$ cat src/rtl/timerSchedPkg.sv
package timerSchedPkg;
  localparam int ROUND_LEN = 7;
  localparam int A_PRIO_LO = 0;
  localparam int A_PRIO_HI = 1;
  localparam int A_HOSTREQ = 2;
  localparam int A_INTEN = 3;
  localparam int A_INTCLR = 4;
  localparam int A_BASE = 5;

  typedef enum logic [1:0] {
    LVL_OFF  = 2'b00,
    LVL_LOW  = 2'b01,
    LVL_MID  = 2'b10,
    LVL_HIGH = 2'b11
  } prioLvlT;

  typedef struct packed {
    logic       grantLoad;
    logic [1:0] level;
    logic       doneAck;
  } ctrlStbT;
endpackage

$ cat src/rtl/timerSchedCtrl.sv
module timerSchedCtrl
  import timerSchedPkg::*;
(
  input  logic       clk,
  input  logic       rst_n,
  input  logic [3:0] levelHas,
  input  logic       doneStb,
  output logic       grantValid,
  output ctrlStbT    ctrlStb
);
  localparam int SLOT_W = $clog2(ROUND_LEN);

  logic [SLOT_W-1:0] slotQ;
  logic              busyQ;
  logic [1:0]        slotLvl;
  logic [1:0]        chosenLvl;
  logic              anyReq;

  function automatic logic [1:0] slotLevel(input logic [SLOT_W-1:0] s);
    case (s)
      SLOT_W'(1), SLOT_W'(5): slotLevel = LVL_MID;
      SLOT_W'(3):             slotLevel = LVL_LOW;
      default:                slotLevel = LVL_HIGH;
    endcase
  endfunction

  always_comb begin
    slotLvl = slotLevel(slotQ);
    anyReq  = |levelHas[3:1];
    if (levelHas[slotLvl])      chosenLvl = slotLvl;
    else if (levelHas[LVL_HIGH]) chosenLvl = LVL_HIGH;
    else if (levelHas[LVL_MID])  chosenLvl = LVL_MID;
    else if (levelHas[LVL_LOW])  chosenLvl = LVL_LOW;
    else                         chosenLvl = LVL_OFF;
  end

  always_comb begin
    ctrlStb.grantLoad = !busyQ && anyReq;
    ctrlStb.level     = chosenLvl;
    ctrlStb.doneAck   = busyQ && doneStb;
  end

  always_ff @(posedge clk or negedge rst_n) begin
    if (!rst_n) begin
      busyQ <= 1'b0;
      slotQ <= '0;
    end else begin
      if (ctrlStb.grantLoad) begin
        busyQ <= 1'b1;
        slotQ <= (slotQ == SLOT_W'(ROUND_LEN - 1)) ? '0 : slotQ + 1'b1;
      end else if (ctrlStb.doneAck) begin
        busyQ <= 1'b0;
      end
    end
  end

  assign grantValid = busyQ;
endmodule

$ cat src/rtl/timerSchedDp.sv
module timerSchedDp
  import timerSchedPkg::*;
#(
  parameter int NUM_CH = 16,
  parameter int CH_W   = 4,
  parameter int VEC_W  = 8,
  parameter int ADDR_W = 3
) (
  input  logic              clk,
  input  logic              rst_n,
  input  logic [NUM_CH-1:0] chanEvent,
  input  logic              wrEn,
  input  logic [ADDR_W-1:0] wrAddr,
  input  logic [NUM_CH-1:0] wrData,
  input  ctrlStbT           ctrlStb,
  output logic [3:0]        levelHas,
  output logic [CH_W-1:0]   grantChan,
  output logic [NUM_CH-1:0] intStatus,
  output logic              irqValid,
  output logic [VEC_W-1:0]  irqVector
);
  localparam int BASE_W = VEC_W - CH_W;
  localparam int CPW    = NUM_CH / 2;

  logic [2*NUM_CH-1:0] prioQ;
  logic [NUM_CH-1:0]   pendQ;
  logic [NUM_CH-1:0]   intEnQ;
  logic [NUM_CH-1:0]   intStQ;
  logic [BASE_W-1:0]   baseQ;
  logic [CH_W-1:0]     grantChanQ;
  logic [CH_W-1:0]     lastQ [4];
  logic [CH_W-1:0]     pick  [4];
  logic [NUM_CH-1:0]   setMask, clrMask, intSet, intClr;
  logic [CH_W-1:0]     lowIdx;

  function automatic logic [CH_W-1:0] rrPick(input logic [NUM_CH-1:0] req,
                                             input logic [CH_W-1:0] last);
    logic found;
    int   idx;
    rrPick = last;
    found  = 1'b0;
    for (int i = 1; i <= NUM_CH; i++) begin
      idx = (int'(last) + i) % NUM_CH;
      if (!found && req[idx]) begin
        rrPick = CH_W'(idx);
        found  = 1'b1;
      end
    end
  endfunction

  assign levelHas[0] = 1'b0;
  assign pick[0]     = '0;

  for (genvar lv = 1; lv < 4; lv++) begin : g_lvl
    logic [NUM_CH-1:0] elig;
    always_comb begin
      for (int c = 0; c < NUM_CH; c++)
        elig[c] = pendQ[c] && (prioQ[2*c +: 2] == 2'(lv));
    end
    assign levelHas[lv] = |elig;
    assign pick[lv]     = rrPick(elig, lastQ[lv]);
  end

  always_comb begin
    setMask = chanEvent;
    if (wrEn && wrAddr == ADDR_W'(A_HOSTREQ)) setMask = setMask | wrData;
    clrMask = ctrlStb.doneAck ? (NUM_CH'(1) << grantChanQ) : '0;
    intSet  = (ctrlStb.doneAck && intEnQ[grantChanQ]) ? (NUM_CH'(1) << grantChanQ) : '0;
    intClr  = (wrEn && wrAddr == ADDR_W'(A_INTCLR)) ? wrData : '0;
  end

  always_ff @(posedge clk or negedge rst_n) begin
    if (!rst_n) begin
      prioQ      <= '0;
      pendQ      <= '0;
      intEnQ     <= '0;
      intStQ     <= '0;
      baseQ      <= '0;
      grantChanQ <= '0;
      for (int l = 0; l < 4; l++) lastQ[l] <= CH_W'(NUM_CH - 1);
    end else begin
      pendQ  <= (pendQ & ~clrMask) | setMask;
      intStQ <= (intStQ & ~intClr) | intSet;
      if (wrEn) begin
        for (int c = 0; c < NUM_CH; c++)
          if (wrAddr == ADDR_W'(c / CPW)) prioQ[2*c +: 2] <= wrData[2*(c % CPW) +: 2];
        if (wrAddr == ADDR_W'(A_INTEN)) intEnQ <= wrData;
        if (wrAddr == ADDR_W'(A_BASE))  baseQ  <= wrData[BASE_W-1:0];
      end
      if (ctrlStb.grantLoad) begin
        grantChanQ           <= pick[ctrlStb.level];
        lastQ[ctrlStb.level] <= pick[ctrlStb.level];
      end
    end
  end

  always_comb begin
    lowIdx = '0;
    for (int c = NUM_CH - 1; c >= 0; c--)
      if (intStQ[c]) lowIdx = CH_W'(c);
  end

  assign grantChan = grantChanQ;
  assign intStatus = intStQ;
  assign irqValid  = |intStQ;
  assign irqVector = {baseQ, lowIdx};
endmodule

$ cat src/rtl/timerSched.sv
module timerSched
  import timerSchedPkg::*;
#(
  parameter int NUM_CH = 16,
  parameter int VEC_W  = 8,
  parameter int ADDR_W = 3
) (
  input  logic              clk,
  input  logic              rst_n,
  input  logic [NUM_CH-1:0] chanEvent,
  input  logic              wrEn,
  input  logic [ADDR_W-1:0] wrAddr,
  input  logic [NUM_CH-1:0] wrData,
  input  logic              doneStb,
  output logic              grantValid,
  output logic [$clog2(NUM_CH)-1:0] grantChan,
  output logic              irqValid,
  output logic [VEC_W-1:0]  irqVector,
  output logic [NUM_CH-1:0] intStatus
);
  localparam int CH_W = $clog2(NUM_CH);

  ctrlStbT    ctrlStb;
  logic [3:0] levelHas;

  timerSchedCtrl u_ctrl (
    .clk        (clk),
    .rst_n      (rst_n),
    .levelHas   (levelHas),
    .doneStb    (doneStb),
    .grantValid (grantValid),
    .ctrlStb    (ctrlStb)
  );

  timerSchedDp #(
    .NUM_CH (NUM_CH),
    .CH_W   (CH_W),
    .VEC_W  (VEC_W),
    .ADDR_W (ADDR_W)
  ) u_dp (
    .clk       (clk),
    .rst_n     (rst_n),
    .chanEvent (chanEvent),
    .wrEn      (wrEn),
    .wrAddr    (wrAddr),
    .wrData    (wrData),
    .ctrlStb   (ctrlStb),
    .levelHas  (levelHas),
    .grantChan (grantChan),
    .intStatus (intStatus),
    .irqValid  (irqValid),
    .irqVector (irqVector)
  );
endmodule

$ cat config.mk
export PLATFORM = sky130hd
export DESIGN_NAME = timerSched
export DESIGN_NICKNAME = d
export VERILOG_FILES = /design/src/rtl/timerSchedPkg.sv /design/src/rtl/timerSchedCtrl.sv /design/src/rtl/timerSchedDp.sv /design/src/rtl/timerSched.sv
export SDC_FILE = /design/constraint.sdc
export NUM_CORES = 1
export LEC_CHECK = 0
export BUFFER_PORTS_ARGS = -buffer_cell sky130_fd_sc_hd__buf_4
export CAP_MARGIN = 20
export CORE_AREA = 10 10 207 209
export CTS_CLUSTER_DIAMETER = 200
export CTS_CLUSTER_SIZE = 40
export DETAILED_ROUTE_END_ITERATION = 7
export DIE_AREA = 0 0 217 219
export SYNTH_ARGS = -nofsm -noshare
export SYNTH_HDL_FRONTEND = slang
export SYNTH_SLANG_ARGS = --single-unit
$ cat constraint.sdc
create_clock -name clk -period 5.9 [get_ports clk]
set_input_delay 0.59 -clock clk [delete_from_list [all_inputs] [get_ports clk]]
set_output_delay 0.59 -clock clk [all_outputs]
set_load 0.005 [all_outputs]
# Word-level counts from Yosys, hierarchy flattened
# Index checks and enable logic that the tools add are counted.
totals:
  reg_bits: 108
  wordCells: 708
  input_bits: 39
classes:
  shifts: 1
  eq_ne: 57
  magnitude_cmp: 52
  n_bitwise: 56
  n_addsub: 49
  mux: 275
  n_reduce_logical: 205
ops:
  columns: ["cell", "n"]
  rows:
  - ["$lt 5x6->1 const B", 48]
  - ["$mux 4", 67]
  - ["$bmux 1 s4", 49]
  - ["$reduce_or 4->1", 48]
  - ["$mux 1", 146]
  - ["$logic_and 1x1->1", 99]
  - ["$add 4x4->4 const B", 24]
  - ["$eq 2x2->1 const B", 32]
  - ["$mux 16", 4]
  - ["$reduce_or 16->1", 4]
  - ["$add 4x3->4 const B", 12]
  - ["$and 1x1->1 const A", 48]
  - ["$or 16x16->16", 3]
  - ["$reduce_or 48->1", 1]
  - ["$logic_not 1->1", 46]
  - ["$and 16x16->16", 2]
  - ["$eq 2x1->1 const B", 16]
  - ["$not 16->16", 2]
  - ["$add 4x1->4 const B", 6]
  - ["$add 4x2->4 const B", 6]
  - ["$bwmux 16", 1]
  - ["$shl 1x4->16 const A", 1]
  - ["$eq 3x3->1 const B", 4]
  - ["$eq 3x2->1 const B", 3]
  - ["17 further kinds", 23]

# Longest topological paths before layout
# Gate-level depths: netlist of run 1.
logic_depth:
  ltp_word: 56
  mapped_depth: 18
  depth_no_buf: 14

# Cells and area by module
# Synthesis of run 1 repeated with hierarchy kept, for this count alone.
unflattened:
  hier_cells: 1544
  hier_area_um2: 13636.8
modules_own_cells:
  columns: ["mod", "area_per_inst_um2", "cells_each", "n_inst"]
  rows:
  - ["timerSchedDp", 13390.3, 1516, 1]
  - ["timerSchedCtrl", 246.5, 28, 1]

# Worst setup path before layout of run 1
# Ideal clock, no wire load.
synth_path:
  path_kind: "reg-to-reg"
  from: "reg u_dp.lastQ[1] (netlist bit)"
  to: "reg u_dp.grantChanQ[3], in the netlist u_dp.grantChan[3]"
  period_less_slack_ns: 4.670
  required_ns: 5.776
  stages_incl_launch_ff: 17
  setup_slack_ns: 1.230
  t_arrival_ns: 4.546
  path_cell_list: "dfstp_2 > clkbuf_8 > inv_2 > buf_1 > ha_1 > clkbuf_1 > xor2_1 > mux4_2 > mux2_2 > mux2i_1 > and2_2 > nand3_1 > or3_4 > or3b_4 > o41ai_2 > o21ai_1 > a211o_1"
synth_via:
  elab_chain_len: 53
synth_rtl:
  columns: ["item", "line_no", "rtl"]
  rows:
  - ["from (decl)", "timerSchedDp.sv:31", "logic [CH_W-1:0] lastQ [4];"]
  - ["from (signal, indexed assignment)", "timerSchedDp.sv:92", "lastQ[ctrlStb.level] <= pick[ctrlStb.level];"]
  - ["$add 4x1->4", "timerSchedDp.sv:43", "idx = (int'(last) + i) % NUM_CH;"]
  - ["$bmux 1 s4", "timerSchedDp.sv:44", "if (!found && req[idx]) begin"]
  - ["$mux 1 (implied by the code) (2 in series)", "timerSchedDp.sv:44", null]
  - ["$mux 1", "timerSchedDp.sv:44", null]
  - ["$logic_not 1->1", "timerSchedDp.sv:44", null]
  - ["$logic_and 1x1->1", "timerSchedDp.sv:44", null]
  - ["$mux 1", "timerSchedDp.sv:44", null]
  - ["$logic_not 1->1", "timerSchedDp.sv:44", null]
  - ["[35 not listed]", null, null]
  - ["$logic_not 1->1", "timerSchedDp.sv:44", null]
  - ["$logic_and 1x1->1", "timerSchedDp.sv:44", null]
  - ["$mux 1", "timerSchedDp.sv:44", null]
  - ["$logic_not 1->1", "timerSchedDp.sv:44", null]
  - ["$logic_and 1x1->1", "timerSchedDp.sv:44", null]
  - ["$mux 4 (*)", "timerSchedDp.sv:44", null]
  - ["$bmux 4 s2 (*)", "timerSchedDp.sv:91", "grantChanQ <= pick[ctrlStb.level];"]
  - ["$mux 4 (implied by the code) (*) (2 in series)", "timerSchedDp.sv:91", null]
  - ["to (signal assigned)", "timerSchedDp.sv:91", null]
  - ["to (decl)", "timerSchedDp.sv:30", "logic [CH_W-1:0] grantChanQ;"]
# Mark *: on every way between the ends. The rest lies on a longest branch, timed or not. The select of a mux whose other input is x is not followed.
# A chain may end at the register's enable or synchronous reset.

# Worst setup path after layout of run 1
layout_path:
  from: "reg u_dp.lastQ[9] (netlist bit)"
  to: "reg u_dp.grantChanQ[2], in the netlist u_dp.grantChan[2]"
# Same word-level chain as after synthesis.

==> results of run 1 <==
[through the flow]
step                std cells  hold slack (ns)
floorplan                1553            0.294
global route             2109            0.278
detailed placement       2090            0.487
CTS                      2106            0.255
finish                   2109            0.233
global placement         2090            0.483
[final cells by class]
type	instances	area, um^2
clock buffers	9	225
clock inverters	7	96.3
fillers	3981	23800
inverters	42	158
multi-input cells	1321	10200
flip-flops and latches	104	2620
well taps	518	648
repair buffers	108	815
[cells by family after synthesis]
logic type / count (synthesis) / synth area share [%]
AOI/OAI and AO/OA: 407 / 20.4
xor gates and xnor gates: 41 / 2.94
adders and majority gates: 22 / 2.06
buffers and inverters: 128 / 4.38
DFF: 104 / 19.6
muxes: 266 / 28.2
and+or+nand+nor: 585 / 22.5
[metal layers]
metal | vias up | routed length (um)
met4 | 0 | 1650
met5 | - | 0
met2 | 841 | 23200
li1 | 6044 | -
met3 | 118 | 4680
met1 | 6705 | 21700
[layout by cell type (no fill, tap or decap), types with 10 or more instances in the layout]
cell type / instances
dfrtp_1: 92
nand3b_1: 34
mux2i_1: 94
o22ai_1: 13
a211oi_1: 15
o2111ai_1: 18
and3_1: 11
nand4b_1: 10
mux4_2: 72
a21oi_1: 95
ha_1: 22
buf_4: 107
mux2_2: 95
nand2b_1: 14
a21o_1: 15
nor2_1: 139
inv_1: 32
xor2_1: 13
and3b_1: 23
dfstp_2: 12
nand2_1: 169
nor4_1: 12
nand3_1: 50
nor3_1: 34
o211ai_1: 17
nand4_1: 28
xnor2_1: 25
o21ai_0: 101
[registers in the layout, summed over array words and instances (netlist names)]
name	count
u_dp.intEnQ	16
u_ctrl.slotQ	3
u_dp.intStatus	16
u_dp.pendQ	16
u_dp.lastQ	12
u_dp.grantChan	4
u_dp.baseQ	4
u_dp.prioQ	32
u_ctrl.grantValid	1
[worst max-delay path, cell delays in order (launching register included)]
cell and delay, ns:
dfstp_2 0.91, ha_1 0.35, xor2_1 0.70, mux2_2 0.41, mux4_2 0.49, o21ai_2 0.25, a31oi_1 0.19, o221a_2 0.25
o41ai_1 0.45, a22oi_1 0.17, a221o_1 0.32, a211oi_1 0.52, o21a_1 0.21, a31oi_1 0.08
[worst paths after layout]
path                                startpoint                 to  slack (ns)  cells past startpoint
worst max-delay path             u_dp.lastQ[9]  u_dp.grantChan[2]        0.43                     13
worst min-delay path                     rst_n    u_dp.intEnQ[11]        0.23                      1
worst max register to register   u_dp.lastQ[9]  u_dp.grantChan[2]        0.43                     13
worst min register to register  u_dp.intEnQ[6]     u_dp.intEnQ[6]        0.50                      1
max in group asynchronous                rst_n     u_dp.intEnQ[6]        4.42                      2
min in group clk                  chanEvent[3]      u_dp.pendQ[3]        0.42                      3
==> reports/results.tsv, run 1 <==
stage	metric	value	unit
status	outcome	finished clean	
timing	Fmax	183	MHz
global_route	antenna violations before repair	2	
global_route	M1 GR Usage	28.1	%
cells_and_area	Area growth syn-to-layout	10.3	%
flow_run	max-cap check violation count	0	
floorplanning	io pins	69	
yosys	Post-synth top cells	169 x nand2_1, 139 x nor2_1, 101 x o21ai_0, 95 x a21oi_1, 95 x mux2_2	
yosys	flops & latches, synth	104	
yosys	YS warnings	0	
placed_design	Setup WS pre-CTS	0.590	ns
detailed_routing	drt total wl	51300	um
detailed_routing	DRC	0	
yosys	post-synth net total	1614	
critical_path	maximum fanout along the worst path	26	
critical_path	WP data required	6.11	ns
yosys	synthesized area	13400	um^2
yosys	synth unique cells	97	
yosys	Mean Syn Cell Area	8.60	um^2
yosys	sequential cell area fraction in the yosys report	19.6	%
critical_path	CP Launch Type	flip-flop	
placed_design	GPL Wtd Cong	0.966	
timing	post-route minimum period	5.47	ns
cts	cts repair resizes	0	
timing	setup TNS	0	ns
placed_design	DP Area	14400	um^2
cts	# hold bufs at CTS	0	
floorplanning	die width	217	um
global_route	first-pass GRT wire length	79000	um
cts	H-tree Lvls	3	
critical_path	CP Capture Type	flip-flop	
cts	clk_lat worst skew	0.36	ns
floorplanning	Die H	219	um
yosys	Syn Inst Count	1553	
cts	total CTS buffers	9	
floorplanning	row count	72	
yosys	Yosys top cell by area	dfrtp_1	
global_route	Global Route met2 Usage	33.2	%
critical_path	crit path DAT	5.68	ns
detailed_routing	initial DRC count	1665	
timing	skew final	0.0149	ns
cts	Clock Tree Buf Depth	2	
detailed_routing	drt via density	6.50	
placed_design	Port Buffers	68	
timing	worst-margin pin slew	1.10	ns
cts	CTS Sinks	104	
cts	Setup Buffers After CTS	0	
yosys	ys flop type	dfrtp_1	
global_route	grt peak-use layer	met2	
placed_design	Post-DP HPWL	39300	um
floorplanning	Initial Util	34.6	%
detailed_routing	vias	13700	
global_route	Total GRT Usage	20.9	%
cells_and_area	Layout Nets	1647	
cells_and_area	Design Area, Final	14700	um^2
global_route	largest net degree at the start of global routing	62	
detailed_routing	wire per inst	24.3	um
timing	setup violators final	0	
cells_and_area	layout cells sized above 1	21.4	%
yosys	number of synthesized flops with an enable pin	0	
global_route	number of global-route vias before repair	12900	
detailed_routing	First-pass DRT Iterations	5	
global_route	GR Overflow Total	0	
timing	Final Max Slew Viols	0	
hold_path	Worst Hold Class	primary input to asynchronous set/reset pin	
floorplanning	area of the die	47500	um^2
detailed_routing	antenna-violating nets left	0	
timing	final worst setup slack	0.429	ns
cts	root buf cell	clkbuf_16	
timing	max_slew headroom	26.5	%
timing	Period Utilization, post-route	92.7	%
cts	CTS tree	yes	
cells_and_area	Post-Route Utilization	38.2	%
timing	unrepaired setup endpoints after global routing	no	
yosys	Synth top area share	17.2	%
critical_path	Crit Path Class	flip-flop to flip-flop	
global_route	met3 usage	3.76	%
yosys	ys async rst share	100	%
yosys	top cells by area, synth	dfrtp_1 17%, mux4_2 12%, mux2_2 8.0%	
timing	Fin. Hold Viols	0	
cts	clk slew on worst S/H paths	0.08	ns
floorplanning	core area	38600	um^2
yosys	most common cell in the netlist	nand2_1	
cells_and_area	ANT cells	0	
Power of run 1 is not shown: default switching activity piles up to over one toggle a cycle in this logic, so the estimate is an artifact.
==> run 2: changes to the inputs <==
- ABC_CLOCK_PERIOD_IN_PS: default -> 5700
- GPL_TIMING_DRIVEN: default -> 0
- clock period: 5.9 -> 5.7 ns (I/O delays scaled with it)
==> run 2 against run 1 <==
Core utilization is 0.60 points higher. Design area is 1.6% higher. Sequential share of layout area fell by 0.28 points. Final cell count increased by 2.1%. First-iteration DRC count grew 12%. Non-clock buffer count grew 45. Die area stayed put. Sequential cell count unchanged. Via count grew 1.6%. Critical endpoint unchanged. Worst setup slack got worse by 0.24 ns. Global-route usage increased by 0.52 points.
==> reports/results.tsv, run 2 (synthesis results as in run 1) <==
stage	metric	value	unit	change
status	outcome	finished clean		
timing	post-route minimum period	5.51	ns	+0.0418 ns
timing	unrepaired setup endpoints after global routing	no		
critical_path	CP Launch Type	flip-flop		
cells_and_area	Area growth syn-to-layout	12.0	%	
cts	clk slew on worst S/H paths	0.07	ns	about the same
detailed_routing	vias	13900		+1.6%
floorplanning	Die H	219	um	unchanged
global_route	number of global-route vias before repair	13200		+2.4%
timing	Hold WS	0.227	ns	-0.00607 ns
critical_path	CP Capture Type	flip-flop		
cells_and_area	most frequent cells in the layout	169 x nand2_1, 138 x nor2_1, 101 x o21ai_0		
cts	clk_lat worst skew	0.36	ns	about the same
global_route	antenna violations before repair	0		-2
global_route	GR Overflow Total	0		unchanged
critical_path	WP data required	5.97	ns	-0.14 ns
cells_and_area	layout cells sized above 1	20.7	%	-0.65 points
detailed_routing	First-pass DRT Iterations	5		unchanged
critical_path	Crit Path Class	flip-flop to flip-flop		
cts	Clock Tree Buf Depth	2		unchanged
cells_and_area	Layout Nets	1692		+2.7%
detailed_routing	wire per inst	24.4	um	+0.51%
floorplanning	area of the die	47500	um^2	unchanged
timing	Period Utilization, post-route	96.7	%	+4.0 points
critical_path	Max stage delay on crit path	0.71	ns	-0.20 ns
placed_design	placed cells	2141		+2.4%
detailed_routing	antenna-violating nets left	0		unchanged
cells_and_area	commonest non-fill, non-tap cell in the layout	nand2_1		
hold_path	Worst Hold Class	primary input to asynchronous set/reset pin		
timing	worst-margin pin slew	1.07	ns	-0.0289 ns
placed_design	Setup WS pre-CTS	-0.931	ns	-1.52 ns
timing	setup TNS	0	ns	unchanged
timing	final worst setup slack	0.187	ns	-0.242 ns
placed_design	GPL Wtd Cong	0.985		+1.9%
cells_and_area	max FFs per register	32		unchanged
cells_and_area	Finished Layout Cells	2154		+2.1%
cts	H-tree Lvls	3		unchanged
global_route	first-pass GRT wire length	80700	um	+2.1%
floorplanning	die width	217	um	unchanged
detailed_routing	drt total wl	52600	um	+2.7%
cts	CTS Sinks	104		unchanged
cts	CTS tree	yes		
placed_design	Port Buffers	66		-2.9%
timing	setup violators final	0		unchanged
critical_path	maximum fanout along the worst path	11		-58%
cts	root buf cell	clkbuf_16		
detailed_routing	DRC	0		unchanged
cts	total CTS buffers	9		unchanged
floorplanning	io pins	69		unchanged
critical_path	crit path DAT	5.78	ns	+0.10 ns
timing	skew final	0.0120	ns	-0.00291 ns
cts	# hold bufs at CTS	0		unchanged
critical_path	crit-path cells	buf_6, clkinv_1, ha_1, clkbuf_8, clkinv_1, mux4_2, mux2i_1, nand2_1, or3_4, or3b_4, nor3b_2, a211oi_2, buf_4, o21a_1, a31oi_1		
global_route	largest net degree at the start of global routing	63		+1.6%
detailed_routing	drt via density	6.47		-0.50%
cells_and_area	Largest Register	u_dp.prioQ		
critical_path	Crit-path slowest cell	dfstp_2		
placed_design	Post-DP HPWL	40900	um	+3.9%
cells_and_area	ANT cells	0		unchanged
critical_path	Crit path top cell by count	clkinv_1		
flow_run	max-cap check violation count	0		unchanged
floorplanning	Initial Util	34.6	%	unchanged
floorplanning	row count	72		unchanged
timing	Fmax	181	MHz	-0.76%
timing	Fin. Hold Viols	0		unchanged
detailed_routing	initial DRC count	1871		+12%
floorplanning	core area	38600	um^2	unchanged
timing	Final Max Slew Viols	0		unchanged
global_route	Total GRT Usage	21.4	%	+0.52 points
timing	max_slew headroom	28.6	%	+2.0 points
## run 2: cell count changes in the layout (fill, tap and decap cells not counted), moves of 3 or more
| cell | before | now |
|---|---|---|
| buf_2 | 0 | 13 |
| clkbuf_2 | 0 | 4 |
| buf_4 | 107 | 70 |
| buf_1 | 0 | 9 |
| inv_8 | 3 | 0 |
| clkbuf_1 | 0 | 46 |
| xnor2_1 | 25 | 21 |
| clkbuf_8 | 0 | 6 |
## run 2: worst max-delay path: cells and delay by family (launching register included)
family	cells	cell delay (ns)
and+or+nand+nor	4	1.52
buffers and inverters	5	1.23
muxes	2	1.02
DFF	1	0.71
AOI/OAI and AO/OA	3	0.48
adders and majority gates	1	0.46
## run 2: metal layers
metal | vias up | track usage [%] | share of wire (%)
met2 | 869 | 33.7 | 45
met4 | 0 | 7.92 | 3.7
met1 | 6788 | 28.7 | 42
met5 | - | 0 | 0
li1 | 6144 | - | -
met3 | 130 | 3.73 | 10
## run 2: path summary, 6_finish.rpt
| path | slack (ns) | end | depth (start not counted) | from |
|---|---|---|---|---|
| min in group clk | 0.40 | u_dp.pendQ[6] | 3 | chanEvent[6] |
| worst max-delay path | 0.19 | u_dp.grantChan[2] | 15 | u_dp.lastQ[2] |
| worst min register to register | 0.51 | u_dp.intEnQ[6] | 1 | u_dp.intEnQ[6] |
| max in group asynchronous | 4.72 | u_dp.lastQ[10] | 2 | rst_n |
| worst max register to register | 0.19 | u_dp.grantChan[2] | 15 | u_dp.lastQ[2] |
| worst min-delay path | 0.23 | u_dp.grantChan[2] | 1 | rst_n |
## run 2: metrics by stage
step	instance area (um^2)	utilization (%)
2_1_floorplan	13400	-
3_3_place_gp	14500	37.6
3_5_place_dp	14500	37.7
4_1_cts	14900	38.7
5_1_grt	15000	38.8
6_report	15000	38.8
## run 2: layout make-up
cell class	instances	area, um^2
clock inverter	7	78.8
tap	518	648
clock buffer	9	225
inverter	42	158
sequential	104	2620
buffer	82	420
fill	4032	23600
multi-input combinational	1321	10300
timing repair buffer	71	551
## run 2: timing repair
item,4_1_cts,5_1_grt
buffers inserted,1,0
endpoints found under the hold margin,0,0
pin swaps,1,0
endpoints found under the setup margin,13,14
resized for setup,10,15
Power of run 2 is left out for the same reason.
